### src/rtl/rob_pkg.sv
package rob_pkg;
  localparam int XLEN  = 32;
  localparam int REG_W = 5;

  typedef enum logic [1:0] {
    K_REG    = 2'b00,
    K_STORE  = 2'b01,
    K_BRANCH = 2'b10
  } op_kind_e;

  // snapshot of one slot, used for the oldest-entry decision
  typedef struct packed {
    logic             busy;
    logic             done;
    op_kind_e         kind;
    logic [REG_W-1:0] dst;
    logic [XLEN-1:0]  value;
    logic [XLEN-1:0]  aux;
    logic             exc;
    logic             mis;
  } rob_slot_t;
endpackage

### src/rtl/rob_ptrs.sv
module rob_ptrs #(
  parameter int DEPTH = 8,
  parameter int TAG_W = $clog2(DEPTH),
  parameter int CNT_W = $clog2(DEPTH + 1)
) (
  input  logic             clk,
  input  logic             rst_n,
  input  logic             flush,
  input  logic             push,
  input  logic             pop,
  output logic [TAG_W-1:0] head,
  output logic [TAG_W-1:0] tail,
  output logic [CNT_W-1:0] count,
  output logic             full
);
  localparam logic [TAG_W-1:0] LAST = TAG_W'(DEPTH - 1);

  logic [TAG_W-1:0] head_q, head_d, tail_q, tail_d;
  logic [CNT_W-1:0] cnt_q, cnt_d;
  logic             upd;

  always_comb begin
    head_d = head_q;
    tail_d = tail_q;
    cnt_d  = cnt_q;
    if (flush) begin
      head_d = '0;
      tail_d = '0;
      cnt_d  = '0;
    end else begin
      if (pop)  head_d = (head_q == LAST) ? '0 : head_q + 1'b1;
      if (push) tail_d = (tail_q == LAST) ? '0 : tail_q + 1'b1;
      cnt_d = cnt_q + CNT_W'(push) - CNT_W'(pop);
    end
  end

  assign upd = flush | push | pop;

  always_ff @(posedge clk or negedge rst_n) begin
    if (!rst_n) begin
      head_q <= '0;
      tail_q <= '0;
      cnt_q  <= '0;
    end else if (upd) begin
      head_q <= head_d;
      tail_q <= tail_d;
      cnt_q  <= cnt_d;
    end
  end

  assign head  = head_q;
  assign tail  = tail_q;
  assign count = cnt_q;
  assign full  = (cnt_q == CNT_W'(DEPTH));
endmodule

### src/rtl/rob_slots.sv
module rob_slots
  import rob_pkg::*;
#(
  parameter int DEPTH = 8,
  parameter int TAG_W = $clog2(DEPTH)
) (
  input  logic             clk,
  input  logic             rst_n,
  input  logic             flush,
  input  logic             alloc_en,
  input  logic [TAG_W-1:0] alloc_tag,
  input  op_kind_e         alloc_kind,
  input  logic [REG_W-1:0] alloc_dst,
  input  logic             wb_en,
  input  logic [TAG_W-1:0] wb_tag,
  input  logic [XLEN-1:0]  wb_value,
  input  logic [XLEN-1:0]  wb_aux,
  input  logic             wb_exc,
  input  logic             wb_mis,
  input  logic             free_en,
  input  logic [TAG_W-1:0] free_tag,
  output logic [DEPTH-1:0] busy_o,
  output logic [DEPTH-1:0] done_o,
  output logic [DEPTH-1:0] exc_o,
  output logic [DEPTH-1:0] mis_o,
  output op_kind_e         kind_o  [DEPTH],
  output logic [REG_W-1:0] dst_o   [DEPTH],
  output logic [XLEN-1:0]  value_o [DEPTH],
  output logic [XLEN-1:0]  aux_o   [DEPTH]
);
  for (genvar i = 0; i < DEPTH; i++) begin : g_slot
    logic             busy_q, busy_d, done_q, done_d;
    logic             here_alloc, here_free, here_wb, ctl_en;
    op_kind_e         kind_q;
    logic [REG_W-1:0] dst_q;
    logic [XLEN-1:0]  val_q, aux_q;
    logic             exc_q, mis_q;

    assign here_alloc = alloc_en && (alloc_tag == TAG_W'(i));
    assign here_free  = free_en  && (free_tag  == TAG_W'(i));
    assign here_wb    = wb_en && (wb_tag == TAG_W'(i)) && busy_q && !done_q;

    always_comb begin
      busy_d = busy_q;
      done_d = done_q;
      if (flush) begin
        busy_d = 1'b0;
        done_d = 1'b0;
      end else if (here_alloc) begin
        busy_d = 1'b1;
        done_d = 1'b0;
      end else if (here_free) begin
        busy_d = 1'b0;
        done_d = 1'b0;
      end else if (here_wb) begin
        done_d = 1'b1;
      end
    end

    assign ctl_en = flush | here_alloc | here_free | here_wb;

    always_ff @(posedge clk or negedge rst_n) begin
      if (!rst_n) begin
        busy_q <= 1'b0;
        done_q <= 1'b0;
      end else if (ctl_en) begin
        busy_q <= busy_d;
        done_q <= done_d;
      end
    end

    // payload carries no reset: it is only read while busy and done
    always_ff @(posedge clk) begin
      if (here_alloc && !flush) begin
        kind_q <= alloc_kind;
        dst_q  <= alloc_dst;
      end
      if (here_wb && !flush) begin
        val_q <= wb_value;
        aux_q <= wb_aux;
        exc_q <= wb_exc;
        mis_q <= wb_mis;
      end
    end

    assign busy_o[i]  = busy_q;
    assign done_o[i]  = done_q;
    assign exc_o[i]   = exc_q;
    assign mis_o[i]   = mis_q;
    assign kind_o[i]  = kind_q;
    assign dst_o[i]   = dst_q;
    assign value_o[i] = val_q;
    assign aux_o[i]   = aux_q;
  end
endmodule

### src/rtl/rob_fwd.sv
module rob_fwd
  import rob_pkg::*;
#(
  parameter int DEPTH = 8,
  parameter int TAG_W = $clog2(DEPTH)
) (
  input  logic [DEPTH-1:0] busy_i,
  input  logic [DEPTH-1:0] done_i,
  input  logic [XLEN-1:0]  value_i [DEPTH],
  input  logic             wb_en,
  input  logic [TAG_W-1:0] wb_tag,
  input  logic [XLEN-1:0]  wb_value,
  input  logic [TAG_W-1:0] lk_tag,
  output logic             lk_done,
  output logic [XLEN-1:0]  lk_value
);
  logic sel_busy, sel_done, bus_hit;

  assign sel_busy = busy_i[lk_tag];
  assign sel_done = done_i[lk_tag];
  assign bus_hit  = wb_en && (wb_tag == lk_tag);

  always_comb begin
    lk_done  = 1'b0;
    lk_value = value_i[lk_tag];
    if (sel_busy && sel_done) begin
      lk_done = 1'b1;
    end else if (sel_busy && bus_hit) begin
      lk_done  = 1'b1;
      lk_value = wb_value;
    end
  end
endmodule

### src/rtl/rob_retire.sv
module rob_retire
  import rob_pkg::*;
(
  input  rob_slot_t        head_s,
  output logic             pop,
  output logic             flush,
  output logic             reg_we,
  output logic [REG_W-1:0] reg_idx,
  output logic [XLEN-1:0]  reg_data,
  output logic             st_we,
  output logic [XLEN-1:0]  st_addr,
  output logic [XLEN-1:0]  st_data,
  output logic             exc_valid,
  output logic             redir_valid,
  output logic [XLEN-1:0]  redir_pc
);
  logic ripe;

  always_comb begin
    ripe        = head_s.busy && head_s.done;
    exc_valid   = ripe && head_s.exc;
    redir_valid = ripe && !head_s.exc && (head_s.kind == K_BRANCH) && head_s.mis;
    flush       = exc_valid || redir_valid;
    pop         = ripe && !flush;
    reg_we      = pop && (head_s.kind == K_REG);
    st_we       = pop && (head_s.kind == K_STORE);
  end

  assign reg_idx  = head_s.dst;
  assign reg_data = head_s.value;
  assign st_addr  = head_s.aux;
  assign st_data  = head_s.value;
  assign redir_pc = head_s.aux;
endmodule

### src/rtl/rob_core.sv
module rob_core
  import rob_pkg::*;
#(
  parameter int DEPTH = 8,
  parameter int TAG_W = $clog2(DEPTH),
  parameter int CNT_W = $clog2(DEPTH + 1)
) (
  input  logic             clk,
  input  logic             rst_n,
  input  logic             iss_valid,
  input  logic [1:0]       iss_kind,
  input  logic [REG_W-1:0] iss_dst,
  output logic             iss_ready,
  output logic [TAG_W-1:0] iss_tag,
  input  logic             wb_valid,
  input  logic [TAG_W-1:0] wb_tag,
  input  logic [XLEN-1:0]  wb_value,
  input  logic [XLEN-1:0]  wb_aux,
  input  logic             wb_exc,
  input  logic             wb_mispred,
  input  logic [TAG_W-1:0] lk_tag,
  output logic             lk_done,
  output logic [XLEN-1:0]  lk_value,
  output logic             cm_reg_we,
  output logic [REG_W-1:0] cm_reg_idx,
  output logic [XLEN-1:0]  cm_reg_data,
  output logic             cm_st_we,
  output logic [XLEN-1:0]  cm_st_addr,
  output logic [XLEN-1:0]  cm_st_data,
  output logic             flush,
  output logic             exc_valid,
  output logic             redir_valid,
  output logic [XLEN-1:0]  redir_pc
);
  logic [TAG_W-1:0] head, tail;
  logic [CNT_W-1:0] occ_cnt;
  logic             full, do_issue, do_commit, wb_en;

  logic [DEPTH-1:0] s_busy, s_done, s_exc, s_mis;
  op_kind_e         s_kind  [DEPTH];
  logic [REG_W-1:0] s_dst   [DEPTH];
  logic [XLEN-1:0]  s_val   [DEPTH];
  logic [XLEN-1:0]  s_aux   [DEPTH];
  rob_slot_t        head_s;

  assign iss_ready = !full && !flush;
  assign do_issue  = iss_valid && iss_ready;
  assign iss_tag   = tail;
  assign wb_en     = wb_valid && !flush;

  rob_ptrs #(.DEPTH(DEPTH), .TAG_W(TAG_W), .CNT_W(CNT_W)) u_ptrs (
    .clk   (clk),
    .rst_n (rst_n),
    .flush (flush),
    .push  (do_issue),
    .pop   (do_commit),
    .head  (head),
    .tail  (tail),
    .count (occ_cnt),
    .full  (full)
  );

  rob_slots #(.DEPTH(DEPTH), .TAG_W(TAG_W)) u_slots (
    .clk        (clk),
    .rst_n      (rst_n),
    .flush      (flush),
    .alloc_en   (do_issue),
    .alloc_tag  (tail),
    .alloc_kind (op_kind_e'(iss_kind)),
    .alloc_dst  (iss_dst),
    .wb_en      (wb_en),
    .wb_tag     (wb_tag),
    .wb_value   (wb_value),
    .wb_aux     (wb_aux),
    .wb_exc     (wb_exc),
    .wb_mis     (wb_mispred),
    .free_en    (do_commit),
    .free_tag   (head),
    .busy_o     (s_busy),
    .done_o     (s_done),
    .exc_o      (s_exc),
    .mis_o      (s_mis),
    .kind_o     (s_kind),
    .dst_o      (s_dst),
    .value_o    (s_val),
    .aux_o      (s_aux)
  );

  rob_fwd #(.DEPTH(DEPTH), .TAG_W(TAG_W)) u_fwd (
    .busy_i   (s_busy),
    .done_i   (s_done),
    .value_i  (s_val),
    .wb_en    (wb_en),
    .wb_tag   (wb_tag),
    .wb_value (wb_value),
    .lk_tag   (lk_tag),
    .lk_done  (lk_done),
    .lk_value (lk_value)
  );

  always_comb begin
    head_s.busy  = s_busy[head];
    head_s.done  = s_done[head];
    head_s.kind  = s_kind[head];
    head_s.dst   = s_dst[head];
    head_s.value = s_val[head];
    head_s.aux   = s_aux[head];
    head_s.exc   = s_exc[head];
    head_s.mis   = s_mis[head];
  end

  rob_retire u_retire (
    .head_s      (head_s),
    .pop         (do_commit),
    .flush       (flush),
    .reg_we      (cm_reg_we),
    .reg_idx     (cm_reg_idx),
    .reg_data    (cm_reg_data),
    .st_we       (cm_st_we),
    .st_addr     (cm_st_addr),
    .st_data     (cm_st_data),
    .exc_valid   (exc_valid),
    .redir_valid (redir_valid),
    .redir_pc    (redir_pc)
  );
endmodule

### config.mk
export PLATFORM = sky130hd
export DESIGN_NAME = rob_core
export DESIGN_NICKNAME = d
export VERILOG_FILES = /design/src/rtl/rob_pkg.sv /design/src/rtl/rob_ptrs.sv /design/src/rtl/rob_slots.sv /design/src/rtl/rob_fwd.sv /design/src/rtl/rob_retire.sv /design/src/rtl/rob_core.sv
export SDC_FILE = /design/constraint.sdc
export NUM_CORES = 1
export LEC_CHECK = 0
export BUFFER_PORTS_ARGS = -buffer_cell sky130_fd_sc_hd__buf_2
export CAP_MARGIN = 20
export CORE_MARGIN = 2
export CORE_UTILIZATION = 50
export CTS_BUF_LIST = sky130_fd_sc_hd__clkbuf_4
export DETAILED_ROUTE_END_ITERATION = 8
export PLACE_DENSITY_LB_ADDON = 0.12
export SYNTH_ARGS = -nofsm -noshare
export SYNTH_HDL_FRONTEND = slang
export SYNTH_SLANG_ARGS = --single-unit
### constraint.sdc
create_clock -name clk -period 7.4 [get_ports clk]
set_input_delay 0.74 -clock clk [delete_from_list [all_inputs] [get_ports clk]]
set_output_delay 0.74 -clock clk [all_outputs]
set_load 0.02 [all_outputs]
# Yosys cells after proc, flatten, opt, wreduce, memory -nomap -nowiden
# Index checks and enable logic that the tools add are counted.
# Widths: inputs -> output; s select.
# op_classes
reduce_logical	122
bitwise_logic	28
eq_ne	25
addsub	4
order_cmp	4
muxes	94
# op_table
cell	count
$bmux 32 s3	3
$mux 32	8
$logic_and 1x1->1	70
$mux 1	64
$eq 3x3->1 const B	12
$reduce_and 2->1	18
$reduce_bool 4->1	8
$or 1x1->1	26
$reduce_bool 3->1	8
$bmux 1 s3	6
$eq 3x2->1 const B	6
$mux 3	6
$bmux 5 s3	1
$logic_not 1->1	11
$mux 5	2
$eq 3x1->1 const B	3
$logic_not 3->1	3
$ge 4x4->1 const B	2
$lt 3x4->1 const B	2
$not 3->4	2
$add 3x1->3 const B	2
$bmux 2 s3	1
$add 4x1->4	1
$eq 4x4->1 const B	1
9 further kinds	11
# totals
output_inout_bits	175
word_cells	344
inputBits	83
register_bits	610

# Depth between registers and ports, before layout
# depth
depth_word	17
ltp_mapped	14
depth_no_buf	11

# Modules after synthesis
# Synthesis repeated with hierarchy kept, for this count alone.
# hier_totals
cells_unflattened	1349
area_unflattened_um2	27466.3
# by_module_without_submodules
mod	instances	seq_area_each_um2	cells_each	area_per_inst_um2
rob_slots	1	17937.2	708	18656.6
rob_core	1	0.0	270	4488.1
rob_fwd	1	0.0	170	2630.0
rob_retire	1	0.0	142	1069.8
rob_ptrs	1	250.2	59	621.8

# Least setup slack after synthesis
# OpenSTA, ideal clock, no wires.
# synth_path
kind	register to register
startpoint	register u_ptrs.head_q[0], in the netlist u_ptrs.head[0]
endpoint	register u_slots.g_slot[3].aux_q[0], enable pin
t_required_ps	6816
path_stages_with_launch	11
n_path_buf	4
synth_period_minus_slack_ps	7475
setup_time_ps	584
t_arrival_ps	6891
setup_slack_ps	-75
cell_sequence	dfrtp_1 > buf_2 > buf_6 > mux4_2 > mux2_2 > a31o_1 > buf_4 > nand2_4 > inv_2 > buf_6 > nor3b_1
# synth_between
elab_chain_cells	14
elab_cells_between_ends	26
classes_between	1 x eq/ne; 11 x mux; 1 x bitwise; 13 x reduce/logical
# synth_lines
item	line	source
start: declaration	rob_ptrs.sv:18	logic [TAG_W-1:0] head_q, head_d, tail_q, tail_d;
start signal: assignment	rob_ptrs.sv:41	head_q <= '0;
start signal: assignment	rob_ptrs.sv:45	head_q <= head_d;
$not 3->4 (implied by the code)	rob_core.sv:104	head_s.kind = s_kind[head];
$bmux 2 s3	rob_core.sv:104	
$mux 2 (implied by the code) (2 in a row)	rob_core.sv:104	
$eq 2x2->1	rob_retire.sv:22	redir_valid = ripe && !head_s.exc && (head_s.kind == K_BRANCH) && head_s.mis;
$logic_and 1x1->1 (2 in a row)	rob_retire.sv:22	
$logic_or 1x1->1 (*)	rob_retire.sv:23	flush = exc_valid || redir_valid;
$logic_not 1->1 (*)	rob_slots.sv:78, rob_core.sv:49	
$logic_and 1x1->1	rob_core.sv:49	assign wb_en = wb_valid && !flush;
$logic_and 1x1->1 (3 in a row)	rob_slots.sv:41	assign here_wb = wb_en && (wb_tag == TAG_W'(i)) && busy_q && !done_q;
$logic_and 1x1->1 (*)	rob_slots.sv:78	if (here_wb && !flush) begin
end signal: assignment	rob_slots.sv:80	aux_q <= wb_aux;
end: declaration	rob_slots.sv:36	logic [XLEN-1:0] val_q, aux_q;
# Mark *: on every way between the ends. The rest lies on a longest branch, timed or not. The select of a mux whose other input is x is not followed.
# A chain may end at the register's enable or synchronous reset.

# Final worst setup path
# layout_path
startpoint	register u_ptrs.head_q[0], in the netlist u_ptrs.head[0]
endpoint	output lk_value[0]
# layout_between
elab_chain_cells	14
elab_cells_between_ends	26
classes_between	1 x eq/ne; 13 x mux; 1 x bitwise; 11 x reduce/logical
# layout_lines
item	line	source
$not 3->4 (implied by the code)	rob_core.sv:104	
$bmux 2 s3	rob_core.sv:104	
$mux 2 (implied by the code) (2 in a row)	rob_core.sv:104	
$eq 2x2->1	rob_retire.sv:22	
$logic_and 1x1->1 (2 in a row)	rob_retire.sv:22	
$logic_or 1x1->1 (*)	rob_retire.sv:23	
$logic_not 1->1 (*)	rob_core.sv:49	
$logic_and 1x1->1 (*)	rob_core.sv:49	
$logic_and 1x1->1 (*)	rob_fwd.sv:21	assign bus_hit = wb_en && (wb_tag == lk_tag);
$logic_and 1x1->1 (*)	rob_fwd.sv:28	end else if (sel_busy && bus_hit) begin
$mux 32 (*)	rob_fwd.sv:28	
$mux 32 (*)	rob_fwd.sv:26	if (sel_busy && sel_done) begin
end: declaration	rob_core.sv:23	output logic [XLEN-1:0] lk_value,
# Marked as above.

==> impl_results.md <==
* Final wirelength at 60100 µm
* DRT Pass-1 Iters at 5
* CP max FO at 47
* Syn Area/Cell at 19.0 µm²
* Layout Utilization at 58.9%
* Filler cells at between 4000 and 5000
* Reg-to-reg setup timing slack at 2.82 ns
* Worst setup margin at 2.07 ns
* Post-route insts no fill at around 2600
* Row cnt at 84
* Clock transition at path regs at ~0.060 ns
* Yosys Warn Count at 0
* Residual DRC at 0
* Crit start category: flip-flop
* Die X-Extent at 235 µm
* Layout area overhead at 16.5%
* Die area at 0.0552 mm²
* Critical Path RT at 6.66 ns
* Worst r2r path cells at 8
* Clk sinks at 610
* Root Buffer: clkbuf_4
* Cell count after synthesis at about 1400
* PwrDens at between 300 and 400 mW/mm²
* HPWL Detailed at 33000 µm
* Worst VDD drop at 234 µV
* Place WS at 2.73 ns
* Setup-failing EPs final at 0
* CP Class: reg -> out
* CTS H-Tree Depth at 4
* Placer congestion estimate at between 0.8 and 0.9
* Total Power at 9930 µW
* Cell Area, Synth at 0.0266 mm²
* Post-synthesis sequential area ratio at 68.3%
* Chip height at 235 µm
* I/O pin total at 258
* Worst EP arrival at 4.59 ns
* Slew @ Worst Pin at 1.05 ns
* Vias in the first global route at 15700
* Skew final at 0.0546 ns
* Hold Path Sink: u_slots.g_slot[7].val_q[7]
* Pleak at ~0.011 µW
* Status: finished clean
* Via count at 14600
* Largest net degree at the start of global routing at 71
* Initial antenna violation count at 6
* Seq. cell area at 0.0182 mm²
* Worst min path class: in -> reg
* Highest Clock Rate at ~190 MHz
* Clock Path Buffers at 3
* R2r startpoint: u_ptrs.head[0]
* Vias/cell at 5.64
* Reg-to-Reg End: u_slots.g_slot[1].aux_q[27]
* Num CTS Buffers at 159
* Post-CTS resize count at 0
* Global-route wire length before repair at 92400 µm
* GRT Total Usage at 22.4%
* Post-route minimum period at 5.33 ns
* Cell variety after synth at 50
* Clk_lat worst skew at between 0.9 and 1 ns
* Placed cells at 2231
* Synthesized Nets at 1505
* Nets at approximately 1900
* Hold depth at 1
* RSZ-0062 raised after global routing: no
* Number of synthesized register bits at 610
* Post-DRT Antenna Nets at 0
* Ratio of cells with drive above 1 in the final layout at 43.3%
* Core area at 0.0527 mm²
* Multi-input gate area at between 0.007 and 0.008 mm²
* Port bufs at 257
* Final Slew Violations at 0
* Number of max-cap violations at 0
* DR iter-0 viols at 897
* Final Cycle Share at 72.0%
* Final hold violations at 0
* Slew HR at 29.8%
* CTS tree: done
* WL/cell at 23.3 µm
* Total congestion overflow at 0
* Worst hold start: wb_value[7]
* CP endpoint kind: output pin
* Starting density of the core at 50.6%
* Worst hold slack at 0.105 ns
## per-layer routing
metal | up-vias | track usage [%] | wire length [µm]
li1 | 6446 | - | -
met1 | 7559 | 28.9 | 25400
met2 | 450 | 37.1 | 30300
met3 | 103 | 5.31 | 3090
met4 | 6 | 8.11 | 1200
met5 | - | 0 | 34
## worst max-delay path, cell delays in order, from the launching register on
cell and delay, ns:
dfrtp_4 1.05, mux4_2 0.62, mux2i_2 0.39, a31oi_4 0.23
o21ai_4 0.24, buf_4 0.49, mux2_2 0.44, buf_2 0.17
## flip-flops by register name (all words and copies together) (netlist names)
signal                 flops
u_ptrs.count               4
u_slots.g_slot.val_q     256
u_slots.g_slot.aux_q     256
u_slots.g_slot.busy_q      8
u_slots.g_slot.done_q      8
u_ptrs.tail                3
u_slots.g_slot.mis_q       8
u_slots.g_slot.exc_q       8
u_slots.g_slot.kind_q     16
u_slots.g_slot.dst_q      40
u_ptrs.head                3
## per-stage QoR
step / instance area, µm² / setup TNS [ns]
global placement: 28200 / 0
CTS: 31000 / 0
finish: 31000 / 0
global route: 31000 / 0
floorplan: 26600 / -24.79
detailed placement: 28200 / 0
## cell type report
class	count	share of cell area, %
flip-flops and latches	610	58.7
multi-input cells	632	24.4
repair buffers	352	7.17
clock buffers	236	5.71
well taps	688	2.77
clock inverters	41	1.02
inverters	18	0.222
diodes	3	0.0242
## cell usage after synthesis (all sizes together)
cell type / instances / area [µm²]
a2111oi: 3 / 70.1
a211oi: 2 / 20.0
a21o: 1 / 7.51
a21oi: 5 / 25.0
a31o: 4 / 35.0
a31oi: 1 / 21.3
a32o: 5 / 50.1
and2: 8 / 50.1
and3: 5 / 31.3
buf: 113 / 733
clkbuf: 31 / 116
dfrtp: 26 / 651
edfxtp: 584 / 17500
fa: 1 / 20.0
ha: 17 / 213
inv: 18 / 67.6
mux2: 69 / 777
mux2i: 3 / 33.8
mux4: 216 / 4860
nand2: 227 / 860
nand2b: 1 / 6.26
nand3: 6 / 30.0
nand4: 1 / 6.26
nand4b: 1 / 8.76
nor2: 9 / 33.8
nor2b: 4 / 25.0
nor3: 6 / 30.0
nor3b: 7 / 52.6
nor4: 1 / 6.26
nor4b: 1 / 8.76
o2111a: 8 / 90.1
o2111ai: 3 / 26.3
o21ai: 5 / 36.3
o21ba: 1 / 10.0
o2bb2ai: 2 / 17.5
o31ai: 3 / 22.5
or4: 1 / 7.51
xnor2: 4 / 35.0
xor2: 1 / 8.76
## cells in the final DEF (no fill, tap or decap), types with 6 or more instances in the layout
cell             n
buf_4           25
dfrtp_1         23
nand2_1        226
nor2_1           9
edfxtp_1       584
and2_1           8
dlygate4sd3_1   68
clkbuf_4       236
mux4_2         216
o2111a_1         8
mux2_2          39
inv_1           15
nand3_1          6
clkinv_1        24
ha_1            17
buf_2          255
mux2_1          30
## worst max-delay path by stage
stage                        start                          end  cells past startpoint
finish              u_ptrs.head[0]                  lk_value[0]                      7
global route        u_ptrs.head[0]                  lk_value[1]                      7
CTS                 u_ptrs.head[1]                  lk_value[1]                      7
global placement    u_ptrs.head[0]  u_slots.g_slot[1].aux_q[24]                      8
detailed placement  u_ptrs.head[0]   u_slots.g_slot[0].aux_q[6]                      8
floorplan           u_ptrs.head[0]   u_slots.g_slot[3].aux_q[0]                     10
## logic make-up (layout without fill, tap and decap cells)
family,count (synthesis),after routing,share of synthesized area (%)
flops,610,610,68.3
buf+inv,162,647,3.44
compound gates,43,43,1.62
other cells,0,3,0
fa+ha+maj,18,18,0.873
simple gates,278,278,4.34
xor+xnor,5,5,0.164
mux,288,288,21.3
## repair_timing
action,in CTS,in global routing
endpoints found under the hold margin,540,0
buffers inserted,0,0
hold buffers,68,0
## report_power, final
part / switching [µW] / leakage, µW / internal, µW
sequential: 189 / 0.00559 / 4000
combinational: 1620 / 0.00407 / 1170
clock: 1330 / 0.00123 / 1630
Note: power is estimated with default switching activity, not from simulation.
